`config.mk`:
```
export PLATFORM = sky130hd
export DESIGN_NAME = bank_event_counter
export DESIGN_NICKNAME = d
export VERILOG_FILES = /design/src/rtl/bank_event_counter.sv
export SDC_FILE = /design/constraint.sdc
export NUM_CORES = 1
export LEC_CHECK = 0
export BUFFER_PORTS_ARGS = -buffer_cell sky130_fd_sc_hd__clkbuf_2
export CAP_MARGIN = 20
export CORE_MARGIN = 10
export CORE_UTILIZATION = 53
export CTS_CLUSTER_DIAMETER = 100
export DETAILED_ROUTE_END_ITERATION = 16
export PLACE_DENSITY_LB_ADDON = 0.25
export SETUP_SLACK_MARGIN = 0.02
export SLEW_MARGIN = 20
export SYNTH_ARGS = -nofsm -noshare
export SYNTH_HDL_FRONTEND = slang
export SYNTH_SLANG_ARGS = --single-unit
```
`constraint.sdc`:
```
create_clock -name clk -period 9.2 [get_ports clk]
set_clock_uncertainty 0.05 [all_clocks]
set_input_delay 0 -clock clk [delete_from_list [all_inputs] [get_ports clk]]
set_output_delay 0 -clock clk [all_outputs]
set_load 0.02 [all_outputs]
```
`src/rtl/bank_event_counter.sv`:
```
module bank_event_counter #(
  parameter int CNT_W  = 32,
  parameter int NUM_EV = 7,
  parameter int SEL_W  = 4
) (
  input  logic                 clk,
  input  logic                 rst_n,
  input  logic [1:0]           ctl_op,
  input  logic                 cfg_wide,
  input  logic [SEL_W-1:0]     cfg_sel_a,
  input  logic [SEL_W-1:0]     cfg_sel_b,
  input  logic [NUM_EV-1:0]    evt_strobe,
  output logic [2*CNT_W-1:0]   rd_data,
  output logic                 rd_fmt,
  output logic [1:0]           state_o
);
  localparam int SRC_N = NUM_EV + 2;
  localparam logic [1:0] OP_IDLE = 2'd0, OP_ENA = 2'd1, OP_STOP = 2'd2, OP_DIS = 2'd3;
  localparam logic [1:0] S_OFF = 2'd0, S_RUN = 2'd1, S_HALT = 2'd2;

  logic [1:0]       st;
  logic             wide_q;
  logic [SEL_W-1:0] sel_a_q, sel_b_q;
  logic [CNT_W-1:0] lo_q, hi_q;
  logic [SRC_N-1:0] src;
  logic             hit_a, hit_b, live, carry;
  logic [CNT_W:0]   lo_sum;

  assign src = {1'b1, evt_strobe, 1'b0};

  always_comb begin
    hit_a = 1'b0;
    hit_b = 1'b0;
    for (int i = 0; i < SRC_N; i++) begin
      if (sel_a_q == SEL_W'(i)) hit_a = src[i];
      if (sel_b_q == SEL_W'(i)) hit_b = src[i];
    end
  end

  assign live   = (st == S_RUN) && (ctl_op == OP_IDLE);
  assign lo_sum = {1'b0, lo_q} + {{CNT_W{1'b0}}, hit_a};
  assign carry  = wide_q ? lo_sum[CNT_W] : hit_b;

  always_ff @(posedge clk) begin
    if (!rst_n) begin
      st      <= S_OFF;
      wide_q  <= 1'b0;
      sel_a_q <= '0;
      sel_b_q <= '0;
    end else begin
      case (ctl_op)
        OP_ENA: begin
          st      <= S_RUN;
          wide_q  <= cfg_wide;
          sel_a_q <= cfg_sel_a;
          sel_b_q <= cfg_sel_b;
        end
        OP_STOP: if (st == S_RUN) st <= S_HALT;
        OP_DIS:  st <= S_OFF;
        default: ;
      endcase
    end
  end

  always_ff @(posedge clk) begin
    if (!rst_n || ctl_op == OP_ENA) begin
      lo_q <= '0;
      hi_q <= '0;
    end else if (live) begin
      lo_q <= lo_sum[CNT_W-1:0];
      hi_q <= hi_q + {{(CNT_W-1){1'b0}}, carry};
    end
  end

  assign rd_data = {hi_q, lo_q};
  assign rd_fmt  = wide_q;
  assign state_o = st;
endmodule


```
**Word level (Yosys, flattened, before mapping)**

Cells that the tools add are included.

- Add/subtract/negate cells: 2
- Reductions and logical operators: 6
- Eq/ne operators: 21
- Muxes and demuxes: 19

Operator list:

| operator | count |
|---|---|
| adder 32 x 1 -> 33 bit | 1 |
| adder 32 x 1 -> 32 bit | 1 |
| == test 4 x 3 -> 1 bit (second input constant) | 8 |
| 2-to-1 mux 1 bit | 17 |
| == test 4 x 2 -> 1 bit (second input constant) | 4 |
| == test 4 x 1 -> 1 bit (second input constant) | 2 |
| == test 4 bit (second input constant) | 2 |
| case mux 2 bit (3 select lines) | 1 |
| == test 2 x 1 -> 1 bit (second input constant) | 2 |
| == test 2 bit (second input constant) | 2 |
| nonzero test 3 bit | 1 |
| logical NOT 2 bit | 1 |
| 2-to-1 mux 2 bit | 1 |
| != test 2 bit (second input constant) | 1 |
| AND reduction 2 bit | 1 |
| logical AND 1 bit | 1 |
| logical NOT 1 bit | 1 |
| logical OR 1 bit | 1 |

- Word-level logic and storage cells: 54
- Flip-flop bits (word level): 75

**Longest topological paths before layout**

Gate-level depths: netlist of the first run.

- Word-level depth: 12
- Mapped depth: 15
- Gate-level depth less buffers: 15

**Worst setup path before layout of the first run**

OpenSTA, ideal clock, no wires.

- Kind: register -> register
- From: reg sel_a_q[2]
- To: reg hi_q[30]
- Setup time: 72 ps
- Data required time: 9078 ps
- Arrival time: 3066 ps
- Path slack: 6012 ps
- Stages on the path, launching flop included: 16
- Clock period less this slack: 3188 ps
- Cells stage by stage: dfxtp_1 mux2i_1 a211oi_1 a21oi_1 o21ai_0 ha_1 ha_1 nand3_1 o32ai_1 ha_1 ha_1 nand2_1 nor4_4 nand4_1 or3_1 a21oi_1

- Longest elaborated chain between the ends: 12
- Elaborated cells on any way between the ends: 19
- Classes of those cells: 2 x add/sub; 8 x eq/ne; 9 x mux

RTL lines:

| element | line | text |
|---|---|---|
| start: declaration | 23 | `logic [SEL_W-1:0] sel_a_q, sel_b_q;` |
| start signal: assignment | 55 | `sel_a_q <= cfg_sel_a;` |
| == test 4 x 1 -> 1 bit | 35 | `if (sel_a_q == SEL_W'(i)) hit_a = src[i];` |
| 2-to-1 mux 1 bit (7 in a row) | 35 |  |
| 2-to-1 mux 1 bit (*) | 35 |  |
| adder 32 x 1 -> 33 bit (*) | 41 | `assign lo_sum = {1'b0, lo_q} + {{CNT_W{1'b0}}, hit_a};` |
| 2-to-1 mux 1 bit (*) | 42 | `assign carry = wide_q ? lo_sum[CNT_W] : hit_b;` |
| adder 32 x 1 -> 32 bit (*) | 71 | `hi_q <= hi_q + {{(CNT_W-1){1'b0}}, carry};` |
| end signal: assignment | 71 |  |
| end: declaration | 24 | `logic [CNT_W-1:0] lo_q, hi_q;` |

Mark *: on every way between the ends. The rest lies on a longest branch, timed or not.
A chain may end at the register's enable or synchronous reset.

**Worst setup path in the final report of the first run**

Ends and elaborated chain as after synthesis.

==> results of run 1 <==
[logic make-up (layout without fill, tap and decap cells)]
kind of cell	count (synthesis)	in the layout	share of synthesized area
AOI/OAI and AO/OA	47	47	0.0762
xor gates and xnor gates	47	47	0.119
adders and majority gates	5	5	0.0181
buffers and inverters	25	133	0.0278
DFF	75	75	0.433
muxes	7	7	0.0278
and+or+nand+nor	206	206	0.298
[where the power goes]
group          switching (mW)  internal, mW
sequential            0.00242         0.326
clock                   0.124         0.133
combinational          0.0161        0.0148
[layer usage]
layer / vias up / global-route usage
met1: 1553 / 0.205
met5: - / 0
met2: 78 / 0.297
li1: 1633 / -
met4: 0 / 0.0728
met3: 17 / 0.0377
[repair_timing]
item,CTS,global route
hold buffers,22,0
setup buffers,0,0
endpoints found under the hold margin,11,0
[worst paths after layout]
kind / end / slack, ps / cells after the start
hold reg to reg: lo_q[1]$_SDFFE_PP0P_ / 440 / 2
setup / recovery: hi_q[30]$_SDFFE_PP0P_ / 5510 / 15
hold / removal: hi_q[2]$_SDFFE_PP0P_ / 410 / 4
setup reg to reg: hi_q[30]$_SDFFE_PP0P_ / 5510 / 15
[registers in the layout, summed over array words and instances (netlist names)]
register and count:
lo_q 32, sel_b_q 4, sel_a_q 4, state_o 2
rd_fmt 1, hi_q 32
[per-stage QoR]
step	utilization	cell area [um2]
6_report	0.687	4360
5_1_grt	0.687	4360
4_1_cts	0.686	4360
3_5_place_dp	0.620	3940
3_3_place_gp	0.620	3940
2_1_floorplan	-	3460
[area by class of cell]
cell class                 count  area (um2)  share of cell area
inverter                       8        30.0             0.00688
clock buffer                  10         138              0.0315
timing repair buffer         109         658               0.151
tap                           77        96.3              0.0221
multi-input combinational    312        1880               0.430
sequential                    75        1500               0.344
clock inverter                 6        63.8              0.0146
[tightest hold or removal path, cell delays in order]
cell and delay (ps):
clkbuf_2 220, nand2_2 60, buf_4 330, nor2_1 160
[cell usage after synthesis (4+ instances only)]
cell type,instances,area share
nor3_1,14,0.020
mux2i_1,4,0.012
ha_1,5,0.018
nand4_1,18,0.033
clkbuf_1,15,0.016
and4_1,6,0.015
and3_1,5,0.0090
or3_1,15,0.027
a21oi_1,21,0.030
nand2_1,50,0.054
nand3_1,24,0.035
nor4_1,6,0.011
nor2_1,52,0.056
inv_1,8,0.0087
xnor2_1,19,0.048
o21ai_0,15,0.022
dfxtp_1,75,0.43
xor2_1,28,0.071
a21boi_0,9,0.020
==> results.md, run 1 <==
Status:
- The run finished with clean final reports.

Power:
- The power after layout is 617 uW.
- Dividing total power by cell area gives a power density of 141 mW/mm2.
- The leakage power summed over all cells is about 1.7 nW.
- IR analysis of the VDD net gives a maximum drop of 122 uV.

Clocking:
- After clock tree synthesis, the clock-pin slew on the worst setup and hold paths is around 80 ps.
- The number of gates resized after CTS was 0.
- TritonCTS built the clock tree.
- The buffer depth of the longest clock path is 2.
- The H-tree generated during clock tree synthesis spans 3 levels.
- Buffers inserted during clock tree synthesis total 9.
- For the worst-skew pair, the clock arrives at the later sink with an insertion delay of 350 ps.
- The tree is rooted in a clkbuf_8.
- The clock net sink count is 75.

Global routing:
- The global-route wire length before repair is ~15 mm.
- The number of antenna violations at the first check in global routing is 0.
- The number of global-route vias before repair is 3,251.
- The leftover overflow at the end of global routing is 0.
- In the global route stage, overall resource usage came out at 0.174.
- The pin count of the biggest net entering global routing is 65.

Setup path:
- The cell that appears most often on the critical path is ha_1.
- In this run the worst setup path begins at sel_a_q[2]$_SDFFE_PN0P_.
- The delay contributed by the slowest stage of the critical path is about 460 ps.
- The library cell contributing the largest single delay on the critical path is nor4_4.
- The required time of the worst setup path is 9420 ps.
- At the worst endpoint, the arrival time is 3910 ps.
- Counting both buffers and inverters, the worst setup path holds a total of 0.
- The path type of the worst setup path is register to register.
- The worst register-to-register path begins at sel_a_q[2]$_SDFFE_PN0P_.
- The kind of start point of the critical path is a register.
- The dominant delay contributor by cell family on the critical path is simple AND/OR/NAND/NOR gates.
- STA classifies the critical path endpoint as a register.
- The critical path goes through mux2i_1, a211oi_1, a21oi_1, o21ai_0, ha_1, ha_1, nand3_1, o32ai_1, ha_1, ha_1, nand2_1, nor4_4, nand4_1, or3_1, a21oi_1.
- Along the worst path, the maximum fanout reaches 10.

STA:
- The final critical path time including I/O delays and setup is 3690 ps.
- The final number of hold-violating endpoints is 0.
- The worst-case hold slack is 410 ps.
- For the pin with the worst max-slew slack, the measured transition is 1160 ps.
- The setup violation total in the final timing report is 0.
- Setup slack on the critical path of the routed design comes to 5510 ps.
- The final-report max-slew violation count is 0.
- Setup repair after global routing left no endpoint under its margin.
- The final cycle utilization of the critical path is 0.401.
- Summed over all failing endpoints, the final setup total negative slack is 0 ps.
- The fmax is approximately 270 MHz.
- Headroom to the max-slew limit came out at 0.217.

Placed design:
- Routability-driven placement finished with a final weighted congestion of 0.837.
- At the placement stage, the worst setup path has a slack of 5490 ps.
- The half-perimeter wire length after placement is 6.12 mm.
- The port buffer count is 86.
- In this run, placement finished with an instance count of 559.

Detailed routing:
- The number of violations reported at the end of detailed-routing iteration 0 is 114.
- The amount of wire on met3 after detailed routing is 507 um.
- After detailed routing, the number of vias per cell comes to between 5 and 6.
- The final wirelength is between 8 and 9 mm.
- The detail route stage leaves a number of antenna-violating nets equal to 0.
- Detailed routing inserted a total of 3,281 vias.
- The wire length per cell is 14.8 um.
- The first TritonRoute pass finished after 4 iterations.
- The uppermost layer routed is met4.
- The post-detailed-route DRC marker count is 0.
- The routed length on met1 is 3.72 mm.
- In the detailed route, the total length drawn on met2 is 4.44 mm.

Floorplan:
- For this configuration, the core starts out at a cell density of 0.546.
- The die height is 101 um.
- The total area inside the core boundary comes to 0.00635 mm2.
- The floorplan die area is 0.0102 mm2.
- From left edge to right edge, the die measures 101 um.
- Row generation in the floorplan step produced 29 rows.
- Pin placement for this block handled 87 I/O pins.

Final layout:
- 0 antenna diodes ended up in the layout.
- The synthesis-to-layout area growth is 25.9%.
- The leading cell type in the layout, fill and taps excluded is clkbuf_2.
- The final layout contains 540 nets.
- Fill cells in the final layout number 519.
- Once layout is complete, the cells apart from fillers number 597.
- The library cells used most frequently in the layout, excluding fill and tap cells, are clkbuf_2, dfxtp_1, nor2_1, nand2_1, xor2_1.
- Of the cells placed in the final design, the portion with a size suffix greater than 1 is 0.217.

Flow run:
- The max-cap violation count is 0.

Synthesis:
- In this run, synthesis inferred 0 flip-flops with an integrated enable.
- The sequential area share after synthesis is 0.433.
- The primary flip-flop cell chosen by synthesis mapping is dfxtp_1.
- Counting flops with an async set or reset pin after synthesis yields a share of 0.
- The netlist area before placement is 0.00346 mm2.
- A synthesized cell averages 8.41 um2.
- In the synthesized netlist, the number of instances is 412.
- The synthesized flop and latch total is 75.
- The number of nets handed over by synthesis was 437.
- The number of synthesis warnings is 0.
- The number of distinct standard cells referenced by the synthesized netlist is 34.

Worst hold path:
- The path category of the worst min-delay check is input pin to register.
- The worst hold path begins at rst_n.
Note: power is estimated with default switching activity, not from simulation.
==> run 2, diff against run 1 <==
--- a/config.mk
+++ b/config.mk
@@ -8,7 +8,7 @@
 export BUFFER_PORTS_ARGS = -buffer_cell sky130_fd_sc_hd__clkbuf_2
 export CAP_MARGIN = 20
 export CORE_MARGIN = 10
-export CORE_UTILIZATION = 53
+export CORE_UTILIZATION = 48
 export CTS_CLUSTER_DIAMETER = 100
 export DETAILED_ROUTE_END_ITERATION = 16
 export PLACE_DENSITY_LB_ADDON = 0.25
==> constraint.sdc (replaced) <==
create_clock -name clk -period 3.1 [get_ports clk]
set_clock_uncertainty 0.05 [all_clocks]
set_input_delay 0 -clock clk [delete_from_list [all_inputs] [get_ports clk]]
set_output_delay 0 -clock clk [all_outputs]
set_load 0.02 [all_outputs]
==> run 2 against run 1 <==
Global-route usage decreased by 1.0 points. Final cell count increased by 6.4%. Non-clock buffer count increased by 19. Combinational power increased to 3.3 times the previous value. Design area increased by 6.3%. First-iteration DRC count increased by 31%. Fmax increased by 23%. Largest cell class unchanged. Worst hold slack got worse by 390 ps. Register-to-register slack got worse by 5400 ps. Total power increased to 2.8 times the previous value.
==> results.md, run 2 (synthesis gave the netlist of run 1 again) <==
Setup path:
- The worst reg-to-reg path cell count is 16.
- The path type of the worst setup path is register to register.
- The type of element capturing the critical path is a register.
- The kind of start point of the critical path is a register.
- STA puts the critical path data required time at 3260 ps.
- The setup check on the worst reg-to-reg path leaves a slack of 90 ps.
- STA puts the critical path data arrival time at 3170 ps.
- The end of the worst register-to-register path is hi_q[8]$_SDFFE_PP0P_.
- In this run the critical register-to-register path is launched from sel_a_q[2]$_SDFFE_PN0P_.
- The largest fanout of any net on the critical path is 4.

Placed design:
- The weighted congestion at the end of routability-driven global placement is 0.829.
- The wire-length estimate of the detail-placed layout is 6.53 mm.
- The port buffer count is 86.
- The worst slack at placement is -77.3 ps.
- The number of placed instances with taps included is a little under 600.

Clocking:
- The clock reaches the later pin of the worst-skew pair after 350 ps.
- The maximum level of the CTS H-tree is 3.
- The tree is rooted in a clkbuf_8.
- The CTS tree is done.
- The clock transition at the registers of the reported paths is 80 ps.
- The buffer depth of the longest clock path is 2.
- Counting the buffers created by CTS gives 9.
- The clock net in this run drives a total of 75 sinks.

Global routing:
- The leftover overflow at the end of global routing is 0.
- The pin count of the biggest net entering global routing is 65.
- The number of global-route vias before repair is roughly 3,300.
- The first global-routing pass estimated 15.4 mm of wire.
- For this run, the total global-route usage over all layers was measured as 0.164.
- The number of antenna violations at the first check in global routing is 0.

Power:
- In this run the static leakage power is 1.75 nW.
- In this run the power density over the cells is 373 mW/mm2.
- VDD sags by at most 184 uV.
- The power after layout is 1.73 mW.

Final layout:
- The filler cell count is approximately 580.
- In the layout the commonest cells are clkbuf_2, dfxtp_1, nor2_1, nand2_1, xor2_1.
- The post-layout instance count excluding filler cells is about 640.
- The synthesis-to-layout area growth is 33.8%.
- The largest registers in the layout are hi_q: 32 flops, lo_q: 32 flops.
- The library cell used most frequently in the layout, excluding fill and tap cells, is clkbuf_2.
- The area occupied by multi-input gates is ~0.0020 mm2.
- The total number of nets in the final design is 559.
- The sequential standard cell area is 0.00151 mm2.
- Of the cells placed in the final design, the portion with a size suffix greater than 1 is 0.275.
- The number of antenna repair diodes is 0.

Floorplan:
- Measured along the x axis, the die boundary spans 105 um.
- The starting density of the core is 0.502.
- The placeable core area is 0.00691 mm2.
- The initialized floorplan defines 30 standard-cell rows.
- The floorplan die area is 0.0110 mm2.
- The number of top-level pins is 87.
- The die height is 105 um.

STA:
- The final number of hold-violating endpoints is 0.
- The worst-case hold slack is approximately 24 ps.
- The slew at the pin closest to its max-slew limit is 675 ps.
- Setup violations remaining at the end of the flow were counted as 0.
- The total negative slack is 0 ps.
- In this run the tightest slew margin relative to its limit is 0.550.
- The final-report max-slew violation count is 0.
- The fmax is 333 MHz.
- The final cycle utilization of the critical path is 0.970.
- For the finished layout, the period the worst path requires is 3010 ps.
- The final critical-path setup slack is 93.8 ps.
- Setup repair after global routing could not meet its margin everywhere.

Detailed routing:
- For this run, design rule violations remaining after detail routing come to 0.
- The routed layout has 3,355 vias.
- Dividing the detail-routed via count by the number of cells gives roughly 5.3.
- The number of violations reported at the end of detailed-routing iteration 0 is around 150.
- The number of search-and-repair iterations in the first detailed-routing pass is 4.
- After detailed routing, the total wire length is 9.22 mm.
- Once detail routing completed, the nets flagged for antenna violations numbered 0.
- After detailed routing, the average wire length per cell comes to 14.5 um.

Status:
- The flow ran to the end, and the final reports show no timing, DRC or antenna violations.

Worst hold path:
- The path category of the worst min-delay check is input pin to register.
- The capture endpoint of the worst hold path is state_o[1]$_SDFFE_PN0P_.
- The worst hold path begins at rst_n.
- The worst hold path was traced through 2 stages.

Flow run:
- The tool flagged a number of max-cap violations equal to 0.
## run 2: worst max-delay path by stage
stage	endpoint	from
after floorplan	hi_q[30]$_SDFFE_PP0P_	sel_a_q[1]$_SDFFE_PN0P_
final	hi_q[8]$_SDFFE_PP0P_	sel_a_q[2]$_SDFFE_PN0P_
after global routing	hi_q[27]$_SDFFE_PP0P_	sel_a_q[2]$_SDFFE_PN0P_
after CTS	hi_q[30]$_SDFFE_PP0P_	sel_a_q[2]$_SDFFE_PN0P_
after global placement	hi_q[30]$_SDFFE_PP0P_	sel_a_q[2]$_SDFFE_PN0P_
after detailed placement	hi_q[30]$_SDFFE_PP0P_	sel_a_q[2]$_SDFFE_PN0P_
## run 2: timing repair
action | in CTS | in global routing
pin swaps | 4 | 8
setup buffers | 2 | 6
endpoints found under the setup margin | 8 | 28
resized for setup | 1 | 14
endpoints found under the hold margin | 11 | 0
gates cloned | 0 | 0
hold buffers | 21 | 0
## run 2: worst max-delay path, cell delays in order, from the launching register on
cell,delay [ps]
dfxtp_4,360
mux2i_1,110
a211oi_1,210
a21oi_1,70
o21ai_1,140
ha_2,220
ha_4,150
nand3_4,80
o32ai_4,260
ha_4,200
ha_4,150
nand2_4,60
buf_4,140
nor3_1,240
and4_1,250
xnor2_1,120
nor2_1,50
## run 2: area by class of cell
cell class / count / area share
clock buffers: 9 / 0.0267
well taps: 96 / 0.0259
inverters: 8 / 0.00648
repair buffers: 128 / 0.174
flip-flops and latches: 75 / 0.325
clock inverters: 7 / 0.00971
multi-input cells: 312 / 0.433
## run 2: per-layer routing
layer / wire, um / part of all wire / vias up / global-route usage
met4: 158 / 0.017 / 0 / 0.0686
met3: 535 / 0.058 / 16 / 0.0479
li1: - / - / 1677 / -
met1: 4100 / 0.44 / 1586 / 0.201
met2: 4430 / 0.48 / 76 / 0.261
met5: 0 / 0 / - / 0
## run 2: power by group
part / switching, mW / total, mW / internal, mW
Combinational: 0.0502 / 0.101 / 0.0509
Sequential: 0.00797 / 0.976 / 0.969
Clock: 0.367 / 0.653 / 0.285
Total: 0.426 / 1.73 / 1.30
## run 2: metrics by stage
stage / util / area, um2
final: 0.671 / 4640
after global routing: 0.671 / 4640
after global placement: 0.594 / 4100
after detailed placement: 0.595 / 4110
after floorplan: - / 3520
after CTS: 0.653 / 4510
